## src/rtl/hsd_pkg.sv

```systemverilog
package hsd_pkg;
  typedef enum logic [2:0] {
    ST_IDLE   = 3'd0,
    ST_GATHER = 3'd1,
    ST_ISSUE  = 3'd2,
    ST_EMIT   = 3'd3,
    ST_FIN    = 3'd4
  } hsd_state_e;
endpackage

```

## src/rtl/hsd_req_norm.sv

```systemverilog
// Forms the bus address by OR with the base and applies even alignment in swap mode.
module hsd_req_norm #(
  parameter int AW = 32,
  parameter int LW = 16
) (
  input  logic [AW-1:0] req_addr,
  input  logic [AW-1:0] base_addr,
  input  logic [LW-1:0] req_len,
  input  logic          noswap,
  output logic [AW-1:0] n_addr,
  output logic [LW-1:0] n_len
);
  logic [AW-1:0] merged;

  always_comb begin
    merged = req_addr | base_addr;
    n_addr = {merged[AW-1:1], merged[0] & noswap};
    n_len  = {req_len[LW-1:1], req_len[0] & noswap};
  end
endmodule

```

## src/rtl/hsd_lane_map.sv

```systemverilog
// Places stream bytes on memory lanes and picks read lanes in stream order.
module hsd_lane_map (
  input  logic        swap,
  input  logic        two,
  input  logic        odd,
  input  logic [7:0]  sb0,
  input  logic [7:0]  sb1,
  input  logic [15:0] rdata,
  output logic [15:0] wdata,
  output logic [1:0]  be,
  output logic [7:0]  rb0,
  output logic [7:0]  rb1
);
  always_comb begin
    if (swap) begin
      wdata = {sb0, sb1};
      be    = 2'b11;
      rb0   = rdata[15:8];
      rb1   = rdata[7:0];
    end else if (two) begin
      wdata = {sb1, sb0};
      be    = 2'b11;
      rb0   = rdata[7:0];
      rb1   = rdata[15:8];
    end else begin
      wdata = {sb0, sb0};
      be    = odd ? 2'b10 : 2'b01;
      rb0   = odd ? rdata[15:8] : rdata[7:0];
      rb1   = rb0;
    end
  end
endmodule

```

## src/rtl/hsd_sequencer.sv

```systemverilog
// Beat sequencer: gathers write bytes, issues beats, emits read bytes, tracks bursts.
module hsd_sequencer
  import hsd_pkg::*;
#(
  parameter int AW    = 32,
  parameter int LW    = 16,
  parameter int CHUNK = 64
) (
  input  logic          clk,
  input  logic          rst_n,
  input  logic          req_valid,
  output logic          req_ready,
  input  logic          req_write,
  input  logic [AW-1:0] n_addr,
  input  logic [LW-1:0] n_len,
  input  logic          n_swap,
  output logic          done,
  input  logic          wr_valid,
  output logic          wr_ready,
  input  logic [7:0]    wr_data,
  output logic          rd_valid,
  input  logic          rd_ready,
  output logic [7:0]    rd_data,
  output logic          mem_req,
  input  logic          mem_gnt,
  output logic          mem_we,
  output logic [AW-1:0] mem_addr,
  output logic          mem_last,
  output logic          lm_swap,
  output logic          lm_two,
  output logic          lm_odd,
  output logic [7:0]    hold0,
  output logic [7:0]    hold1,
  input  logic [7:0]    rb0,
  input  logic [7:0]    rb1
);
  localparam logic [LW-1:0] CHUNK_L = LW'(CHUNK);
  localparam logic [LW-1:0] ONE_L   = LW'(1);
  localparam logic [LW-1:0] TWO_L   = LW'(2);

  hsd_state_e    state;
  logic [AW-1:0] cur_addr;
  logic [LW-1:0] rem;
  logic [LW-1:0] chunk_left;
  logic          is_wr;
  logic          is_swap;
  logic          idx;
  logic [LW-1:0] beat_n;
  logic [LW-1:0] rem_after;
  logic          beat_done;

  function automatic logic [LW-1:0] burst_of(input logic [LW-1:0] left,
                                             input logic sw, input logic wr);
    if (sw && wr && (left > CHUNK_L)) return CHUNK_L;
    return left;
  endfunction

  always_comb begin
    lm_swap   = is_swap;
    lm_two    = is_swap || (!cur_addr[0] && (rem >= TWO_L));
    lm_odd    = cur_addr[0];
    beat_n    = lm_two ? TWO_L : ONE_L;
    rem_after = rem - beat_n;
    req_ready = (state == ST_IDLE);
    done      = (state == ST_FIN);
    wr_ready  = (state == ST_GATHER);
    rd_valid  = (state == ST_EMIT);
    rd_data   = idx ? hold1 : hold0;
    mem_req   = (state == ST_ISSUE);
    mem_we    = is_wr;
    mem_addr  = {cur_addr[AW-1:1], 1'b0};
    mem_last  = mem_req && (chunk_left == beat_n);
    // a beat finishes on grant for writes, on the last emitted byte for reads
    beat_done = (is_wr  && (state == ST_ISSUE) && mem_gnt) ||
                (!is_wr && (state == ST_EMIT) && rd_ready && (idx == lm_two));
  end

  always_ff @(posedge clk) begin
    if (!rst_n) begin
      state      <= ST_IDLE;
      cur_addr   <= '0;
      rem        <= '0;
      chunk_left <= '0;
      is_wr      <= 1'b0;
      is_swap    <= 1'b0;
      idx        <= 1'b0;
      hold0      <= '0;
      hold1      <= '0;
    end else begin
      case (state)
        ST_IDLE: begin
          if (req_valid) begin
            cur_addr   <= n_addr;
            rem        <= n_len;
            is_wr      <= req_write;
            is_swap    <= n_swap;
            idx        <= 1'b0;
            chunk_left <= burst_of(n_len, n_swap, req_write);
            if (n_len == '0)   state <= ST_FIN;
            else if (req_write) state <= ST_GATHER;
            else                state <= ST_ISSUE;
          end
        end
        ST_GATHER: begin
          if (wr_valid) begin
            if (idx) hold1 <= wr_data;
            else     hold0 <= wr_data;
            if (idx == lm_two) begin
              idx   <= 1'b0;
              state <= ST_ISSUE;
            end else begin
              idx <= 1'b1;
            end
          end
        end
        ST_ISSUE: begin
          if (mem_gnt && !is_wr) begin
            hold0 <= rb0;
            hold1 <= rb1;
            idx   <= 1'b0;
            state <= ST_EMIT;
          end
        end
        ST_EMIT: begin
          if (rd_ready && (idx != lm_two)) idx <= 1'b1;
        end
        ST_FIN:  state <= ST_IDLE;
        default: state <= ST_IDLE;
      endcase

      if (beat_done) begin
        cur_addr <= cur_addr + AW'(beat_n);
        rem      <= rem_after;
        idx      <= 1'b0;
        if (chunk_left == beat_n) chunk_left <= burst_of(rem_after, is_swap, is_wr);
        else                      chunk_left <= chunk_left - beat_n;
        if (rem_after == '0) state <= ST_FIN;
        else if (is_wr)      state <= ST_GATHER;
        else                 state <= ST_ISSUE;
      end
    end
  end
endmodule

```

## src/rtl/halfswap_dma_path.sv

```systemverilog
module halfswap_dma_path #(
  parameter int AW    = 32,
  parameter int LW    = 16,
  parameter int CHUNK = 64
) (
  input  logic          clk,
  input  logic          rst_n,
  input  logic [AW-1:0] base_addr,
  input  logic          req_valid,
  output logic          req_ready,
  input  logic          req_write,
  input  logic [AW-1:0] req_addr,
  input  logic [LW-1:0] req_len,
  input  logic          req_noswap,
  output logic          done,
  input  logic          wr_valid,
  output logic          wr_ready,
  input  logic [7:0]    wr_data,
  output logic          rd_valid,
  input  logic          rd_ready,
  output logic [7:0]    rd_data,
  output logic          mem_req,
  input  logic          mem_gnt,
  output logic          mem_we,
  output logic [AW-1:0] mem_addr,
  output logic [1:0]    mem_be,
  output logic [15:0]   mem_wdata,
  input  logic [15:0]   mem_rdata,
  output logic          mem_last
);
  logic [AW-1:0] n_addr;
  logic [LW-1:0] n_len;
  logic          lm_swap, lm_two, lm_odd;
  logic [7:0]    hold0, hold1, rb0, rb1;

  hsd_req_norm #(.AW(AW), .LW(LW)) u_norm (
    .req_addr (req_addr),
    .base_addr(base_addr),
    .req_len  (req_len),
    .noswap   (req_noswap),
    .n_addr   (n_addr),
    .n_len    (n_len)
  );

  hsd_sequencer #(.AW(AW), .LW(LW), .CHUNK(CHUNK)) u_seq (
    .clk      (clk),
    .rst_n    (rst_n),
    .req_valid(req_valid),
    .req_ready(req_ready),
    .req_write(req_write),
    .n_addr   (n_addr),
    .n_len    (n_len),
    .n_swap   (!req_noswap),
    .done     (done),
    .wr_valid (wr_valid),
    .wr_ready (wr_ready),
    .wr_data  (wr_data),
    .rd_valid (rd_valid),
    .rd_ready (rd_ready),
    .rd_data  (rd_data),
    .mem_req  (mem_req),
    .mem_gnt  (mem_gnt),
    .mem_we   (mem_we),
    .mem_addr (mem_addr),
    .mem_last (mem_last),
    .lm_swap  (lm_swap),
    .lm_two   (lm_two),
    .lm_odd   (lm_odd),
    .hold0    (hold0),
    .hold1    (hold1),
    .rb0      (rb0),
    .rb1      (rb1)
  );

  hsd_lane_map u_lanes (
    .swap (lm_swap),
    .two  (lm_two),
    .odd  (lm_odd),
    .sb0  (hold0),
    .sb1  (hold1),
    .rdata(mem_rdata),
    .wdata(mem_wdata),
    .be   (mem_be),
    .rb0  (rb0),
    .rb1  (rb1)
  );
endmodule

```

## config.mk

```make
export PLATFORM = sky130hd
export DESIGN_NAME = halfswap_dma_path
export DESIGN_NICKNAME = d
export VERILOG_FILES = /design/src/rtl/hsd_pkg.sv /design/src/rtl/hsd_req_norm.sv /design/src/rtl/hsd_lane_map.sv /design/src/rtl/hsd_sequencer.sv /design/src/rtl/halfswap_dma_path.sv
export SDC_FILE = /design/constraint.sdc
export NUM_CORES = 1
export LEC_CHECK = 0
export BUFFER_PORTS_ARGS = -buffer_cell sky130_fd_sc_hd__buf_2
export CORE_MARGIN = 2
export CORE_UTILIZATION = 47
export CTS_BUF_LIST = sky130_fd_sc_hd__clkbuf_16
export DETAILED_ROUTE_END_ITERATION = 12
export PLACE_DENSITY = 0.74
export SYNTH_ARGS = -nofsm -noshare
export SYNTH_HDL_FRONTEND = slang
export SYNTH_SLANG_ARGS = --single-unit
```

## constraint.sdc

```tcl
create_clock -name clk -period 6.71 [get_ports clk]
set_input_delay 1.0065 -clock clk [delete_from_list [all_inputs] [get_ports clk]]
set_output_delay 1.0065 -clock clk [all_outputs]
set_load 0.01 [all_outputs]
```

## Word-level counts from Yosys, hierarchy flattened

Cells that the tools add are included.

| storage, ports and cells | value |
|---|---|
| output and inout port bits | 65 |
| input bits | 112 |
| flip-flop bits (word level) | 86 |
| logic and storage cells | 127 |

| operators by class | value |
|---|---|
| add/sub/neg operators | 3 |
| mux-type cells | 58 |
| magnitude comparators | 3 |
| bitwise gates (word level) | 4 |
| reduce and logical (&&, ||, !) cells | 32 |
| equal/unequal tests | 18 |

Operators by type and width:

| kind | number |
|---|---|
| $mux W16 | 13 |
| $mux W32 | 3 |
| $mux W8 | 12 |
| $add A32 B16 Y32 | 1 |
| $gt A16 B7 Y1 const B | 2 |
| $logic_not A16 Y1 | 2 |
| $or A32 B32 Y32 | 1 |
| $pmux W8 S2 | 2 |
| $sub A16 B16 Y16 | 2 |
| $mux W3 | 7 |
| $eq A16 B16 Y1 | 1 |
| $ge A16 B2 Y1 const B | 1 |
| $logic_and A1 B1 Y1 | 13 |
| $mux W1 | 13 |
| $mux W2 | 6 |
| $pmux W3 S4 | 1 |
| $reduce_and A5 Y1 | 2 |
| $ne A2 B1 Y1 const B | 4 |
| $reduce_and A4 Y1 | 2 |
| $eq A3 B2 Y1 const B | 2 |
| $ne A2 B2 Y1 const B | 3 |
| $ne A3 B1 Y1 const B | 2 |
| $ne A3 B2 Y1 const B | 2 |
| $reduce_bool A2 Y1 | 3 |
| 13 further kinds | 18 |

## Logic depth before layout (Yosys ltp)

| logic depth | value |
|---|---|
| depth in word-level cells | 14 |
| gate-level depth with buffers | 16 |
| mapped depth without buffers | 14 |

## Cells and area by module

A second synthesis with hierarchy kept.

| second synthesis, totals | value |
|---|---|
| cells, all modules | 818 |
| area total of the unflattened synthesis | 6,302.3 um2 |

Modules (own cells, without submodules):

| module | area an instance (um2) | cells an instance | times used | seq. area each (um2) |
|---|---|---|---|---|
| hsd_sequencer | 5,547.8 | 729 | 1 | 1,721.7 |
| hsd_lane_map | 430.4 | 40 | 1 | 0.0 |
| hsd_req_norm | 320.3 | 48 | 1 | 0.0 |
| halfswap_dma_path | 3.8 | 1 | 1 | 0.0 |

## Worst setup path before layout

No wires, ideal clock.

| timing | value |
|---|---|
| kind | reg-to-reg |
| start | register u_seq.rem[11] |
| end | register u_seq.state[2] |
| arrival time | 4.781 ns |
| buffers on the path | 1 |
| period minus slack after synthesis | 4.861 ns |
| stages on the path, launching flop included | 16 |
| data required time | 6.630 ns |
| slack | 1.849 ns |
| library setup time | 0.080 ns |
| cells stage by stage | dfxtp_1 clkbuf_1 nor4_1 nand3_1 or3_1 a21oi_2 ha_1 inv_1 fa_1 or3_1 nor4_1 xor2_1 or4_4 or3_4 or4_4 a211oi_2 |

| between the ends | value |
|---|---|
| longest elaborated chain between the ends | 8 |
| elaborated cells between the ends (all ways) | 17 |
| classes of those cells | add/sub: 1; order compare: 1; eq/ne: 6; mux: 3; reduce/logical: 6 |

Ends and longest elaborated chain:

| what | RTL line | source |
|---|---|---|
| start, declared | hsd_sequencer.sv:43 | `logic [LW-1:0] rem;` |
| start signal, assigned | hsd_sequencer.sv:94 | `rem <= n_len;` |
| start signal, assigned | hsd_sequencer.sv:133 | `rem <= rem_after;` |
| $ge A16 B2 Y1 | hsd_sequencer.sv:60 | `lm_two = is_swap \|\| (!cur_addr[0] && (rem >= TWO_L));` |
| $logic_and A1 B1 Y1 | hsd_sequencer.sv:60 |  |
| $logic_or A1 B1 Y1 | hsd_sequencer.sv:60 |  |
| $mux W2 or $eq A1 B1 Y1 (tied branches) | hsd_sequencer.sv:62, hsd_sequencer.sv:75, hsd_sequencer.sv:108 |  |
| $sub A16 B16 Y16 or $logic_and A1 B1 Y1 (tied branches) | hsd_sequencer.sv:63, hsd_sequencer.sv:75 |  |
| $logic_not A16 Y1 or $logic_or A1 B1 Y1 (tied branches) | hsd_sequencer.sv:137, hsd_sequencer.sv:74 |  |
| $mux W3, or another cell as far along | hsd_sequencer.sv:137 | `if (rem_after == '0) state <= ST_FIN;` |
| $mux W3 or $reduce_and A5 Y1 (tied branches) | - |  |
| end signal, assigned | hsd_sequencer.sv:137 |  |
| end signal, assigned | hsd_sequencer.sv:138 | `else if (is_wr) state <= ST_GATHER;` |
| end signal, assigned | hsd_sequencer.sv:139 | `else state <= ST_ISSUE;` |
| end, declared | hsd_sequencer.sv:41 | `hsd_state_e state;` |

Several ways; a longest one is shown, not always the timed one.
A chain may end at the register's enable or synchronous reset.

## Worst setup path after layout

Ends and elaborated chain as after synthesis.

==> impl_metrics.toml <==
[detailed_routing]
drtIter0Drc = 490
drc = 0
wire_per_inst_um = 17.6
route.met3.wl_mm = 1.43
routed_via_density = 6.16
vias = 6601
wl_met1_mm = 8.37
antenna_left = 0
drt_first_pass_iters = 5
wl_met2_mm = 8.68
top_layer = "met4"
drt_wl_total_mm = 18.9

[grt]
grt_pass1_vias = 5930
grt_max_degree = 69
grt_pass1_wl_mm = 29.9
overflow = 0
antenna_found_initial = 0
groute.usage.overall_pct = 28.0

[cells_and_area]
final_core_util_pct = 58.7
post-route-cell-area_um2 = 7080
drive_above_1_share_pct = 27.2
area_growth_pct = 21.6
diodes = 0
nets = 1020

[flow_run]
drv_cap = 0

[synth]
ys_warn_count = 0
yosysMostFrequentCell = "dfxtp_1"
synth.avg_cell_area_um2 = 7.74
synth_commonest_cells = "dfxtp_1 (86), nand2_1 (71), a21oi_1 (67), nor2_1 (65), o21ai_0 (48)"
synth_top_area_share_pct = 29.6
yosysTopAreaCell = "dfxtp_1"
syn-num-nets = 873
yosys-top-cells-area = "dfxtp_1 (30%), a21oi_1 (5.8%), mux2_2 (5.4%)"
synth_edf_count = 0
yosysUniqueCellTypes = 73
synth-seq-cells = 86
synthesis.area_um2 = 5820
synthCells = 752
synth_ff_type = "dfxtp_1"
postSynth.asyncResetShare_pct = 0
synth_seq_area_share_pct = 29.6

[cts]
cts_hold_buffers = 0
cts_sinks = 86
cts_buffers = 9
post_cts_buffers = 0
cts_tree = "yes"
cts-root-buf = "clkbuf_16"
clk_pin_slew_ps = 60
cts.path.max_buffers = 2
cts_resized = 0
htree_levels = 3
clk-insertion-delay-late_ps = 340

[setup_path]
start_kind = "register"
arrival_ps = 5750
worstRegToRegCells = 14
critical_path_class = "register to register"
rr_startpoint = "u_seq.rem[11]"
critPathCapture = "u_seq.state[2]"
r2r_end = "u_seq.state[2]"
cp_max_fo = 10
regToRegSetupSlack_ps = 1220
critPathLaunch = "u_seq.rem[11]"
cp.required_ps = 6970
cp-end-kind = "register"

[pwr]
swShare_pct = 46.2
internal_power_w = 0.00157
combPwrFrac_pct = 54.8
power_switching_w = 0.00135
p_seq_share_pct = 27.7
cellPowerDensity_nw_per_um2 = 414
leakage_nw = 3.06
clockPowerShare_pct = 17.4
vdd_drop_max_mv = 0.218

[sta]
hold_violations = 0
worst_slew_pin_slew_ps = 1160
min_period_ps = 5490
fin_worst_skew_ps = 6.82
whs_ps = 487
finalCritPeriodShare_pct = 81.8
rsz0062_at_grt = "false"
finalSetupViolations = 0
fin_ws_ps = 1220
max_freq_ghz = 0.182
timing.slew.headroom_pct = 22.0
slew_violations = 0
fin_setup_tns_ps = 0

[outcome]
status = "complete, no violations"

[placement]
hpwl_mm = 13.5
place_area_um2 = 6780
numPortBuffers = 175
gp_congestion = 1.00
dpl_worst_slack_ps = 1290

[die]
dieArea_um2 = 13300
ios = 177
dieHeight_um = 115
core.rowCount = 40
chipWidth_um = 115
initial_utilization_pct = 48.3
coreArea_um2 = 12100

[hold_path]
hold_class = "register to register"
==> worst max-delay path, stage by stage, from the launching register on <==
cell	delay [ps]
dfxtp_1	370
nor4_1	580
nand3_1	190
or3_1	480
a21oi_2	540
ha_1	310
inv_1	60
fa_1	460
nor3_1	310
nand4b_1	190
xnor2_1	190
or4_4	540
or3_4	450
or4_4	530
a211oi_2	210
==> power by group through the flow <==
stage / Combinational [W] / Sequential [W] / Clock (W)
final: 0.00161 / 0.000812 / 0.000511
after global routing: 0.00175 / 0.000838 / 0.000537
after CTS: 0.00159 / 0.000808 / 0.000514
after detailed placement: 0.00157 / 0.000818 / 0
after global placement: 0.00157 / 0.000814 / 0
after floorplan: 0.00115 / 0.000776 / 0
==> kinds of logic after synthesis <==
logic type	share of synthesized area, %
xor+xnor	2.26
flops	29.6
buf+inv	4.43
fa+ha+maj	2.32
simple gates	26.0
mux	7.14
other cells	0.0644
compound gates	28.2
==> worst min-delay path by stage <==
stage / startpoint / endpoint / slack, ps / depth (start not counted)
2_1_floorplan: u_seq.rem[15] / u_seq.rem[15] / 450 / 2
3_3_place_gp: u_seq.rem[15] / u_seq.rem[15] / 470 / 2
3_5_place_dp: u_seq.rem[15] / u_seq.rem[15] / 480 / 2
4_1_cts: u_seq.rem[15] / u_seq.rem[15] / 490 / 2
5_1_grt: u_seq.rem[15] / u_seq.rem[15] / 500 / 2
6_report: u_seq.rem[15] / u_seq.rem[15] / 490 / 2
==> state kept, by name (all words and copies together) (netlist names) <==
name and cells:
u_seq.idx 1, u_seq.state 3, u_seq.hold0 8, u_seq.mem_we 1, u_seq.hold1 8, u_seq.chunk_left 16
u_seq.cur_addr 32, u_seq.rem 16, u_seq.lm_swap 1
==> metal layers <==
metal / vias up / GRT usage, %
met5: - / 0
met4: 0 / 9.64
met3: 32 / 3.90
met2: 297 / 43.9
met1: 3124 / 39.5
li1: 3148 / -
==> area by class of cell <==
cell class,count,area [um2]
clock buffer,9,225
clock inverter,7,72.6
fill,1157,4980
inverter,18,67.6
multi-input combinational,602,3850
sequential,86,1720
tap,168,210
timing repair buffer,182,928
==> metrics by stage <==
stage,cells,power [W]
CTS,1072,0.00291
finish,1072,0.00293
detailed placement,1056,0.00239
global placement,1056,0.00239
global route,1072,0.00313
floorplan,752,0.00192
==> cell usage in the layout, fill, tap and decap left out, drive strengths merged, types with 4 or more instances in the layout <==
master	synthesis	final
or3	11	11
a22oi	10	10
nand2b	10	10
a21o	17	17
a32oi	8	8
nand3b	7	7
buf	11	182
nand2	71	71
nor2b	5	5
nor4	18	18
dfxtp	86	86
o21ai	49	49
a211oi	19	19
nand3	23	23
nor2	66	66
mux2i	10	10
xnor2	9	9
o31ai	4	4
a21oi	68	68
and3	11	11
a311oi	14	14
ha	6	6
nand4	9	9
clkbuf	35	9
or4	11	11
nand4b	4	4
a31oi	17	17
a221oi	5	5
xor2	6	6
o21a	4	4
inv	17	20
mux2	28	28
and2	7	7
nor3	30	30
No activity file was read; power rests on OpenSTA's default activity.
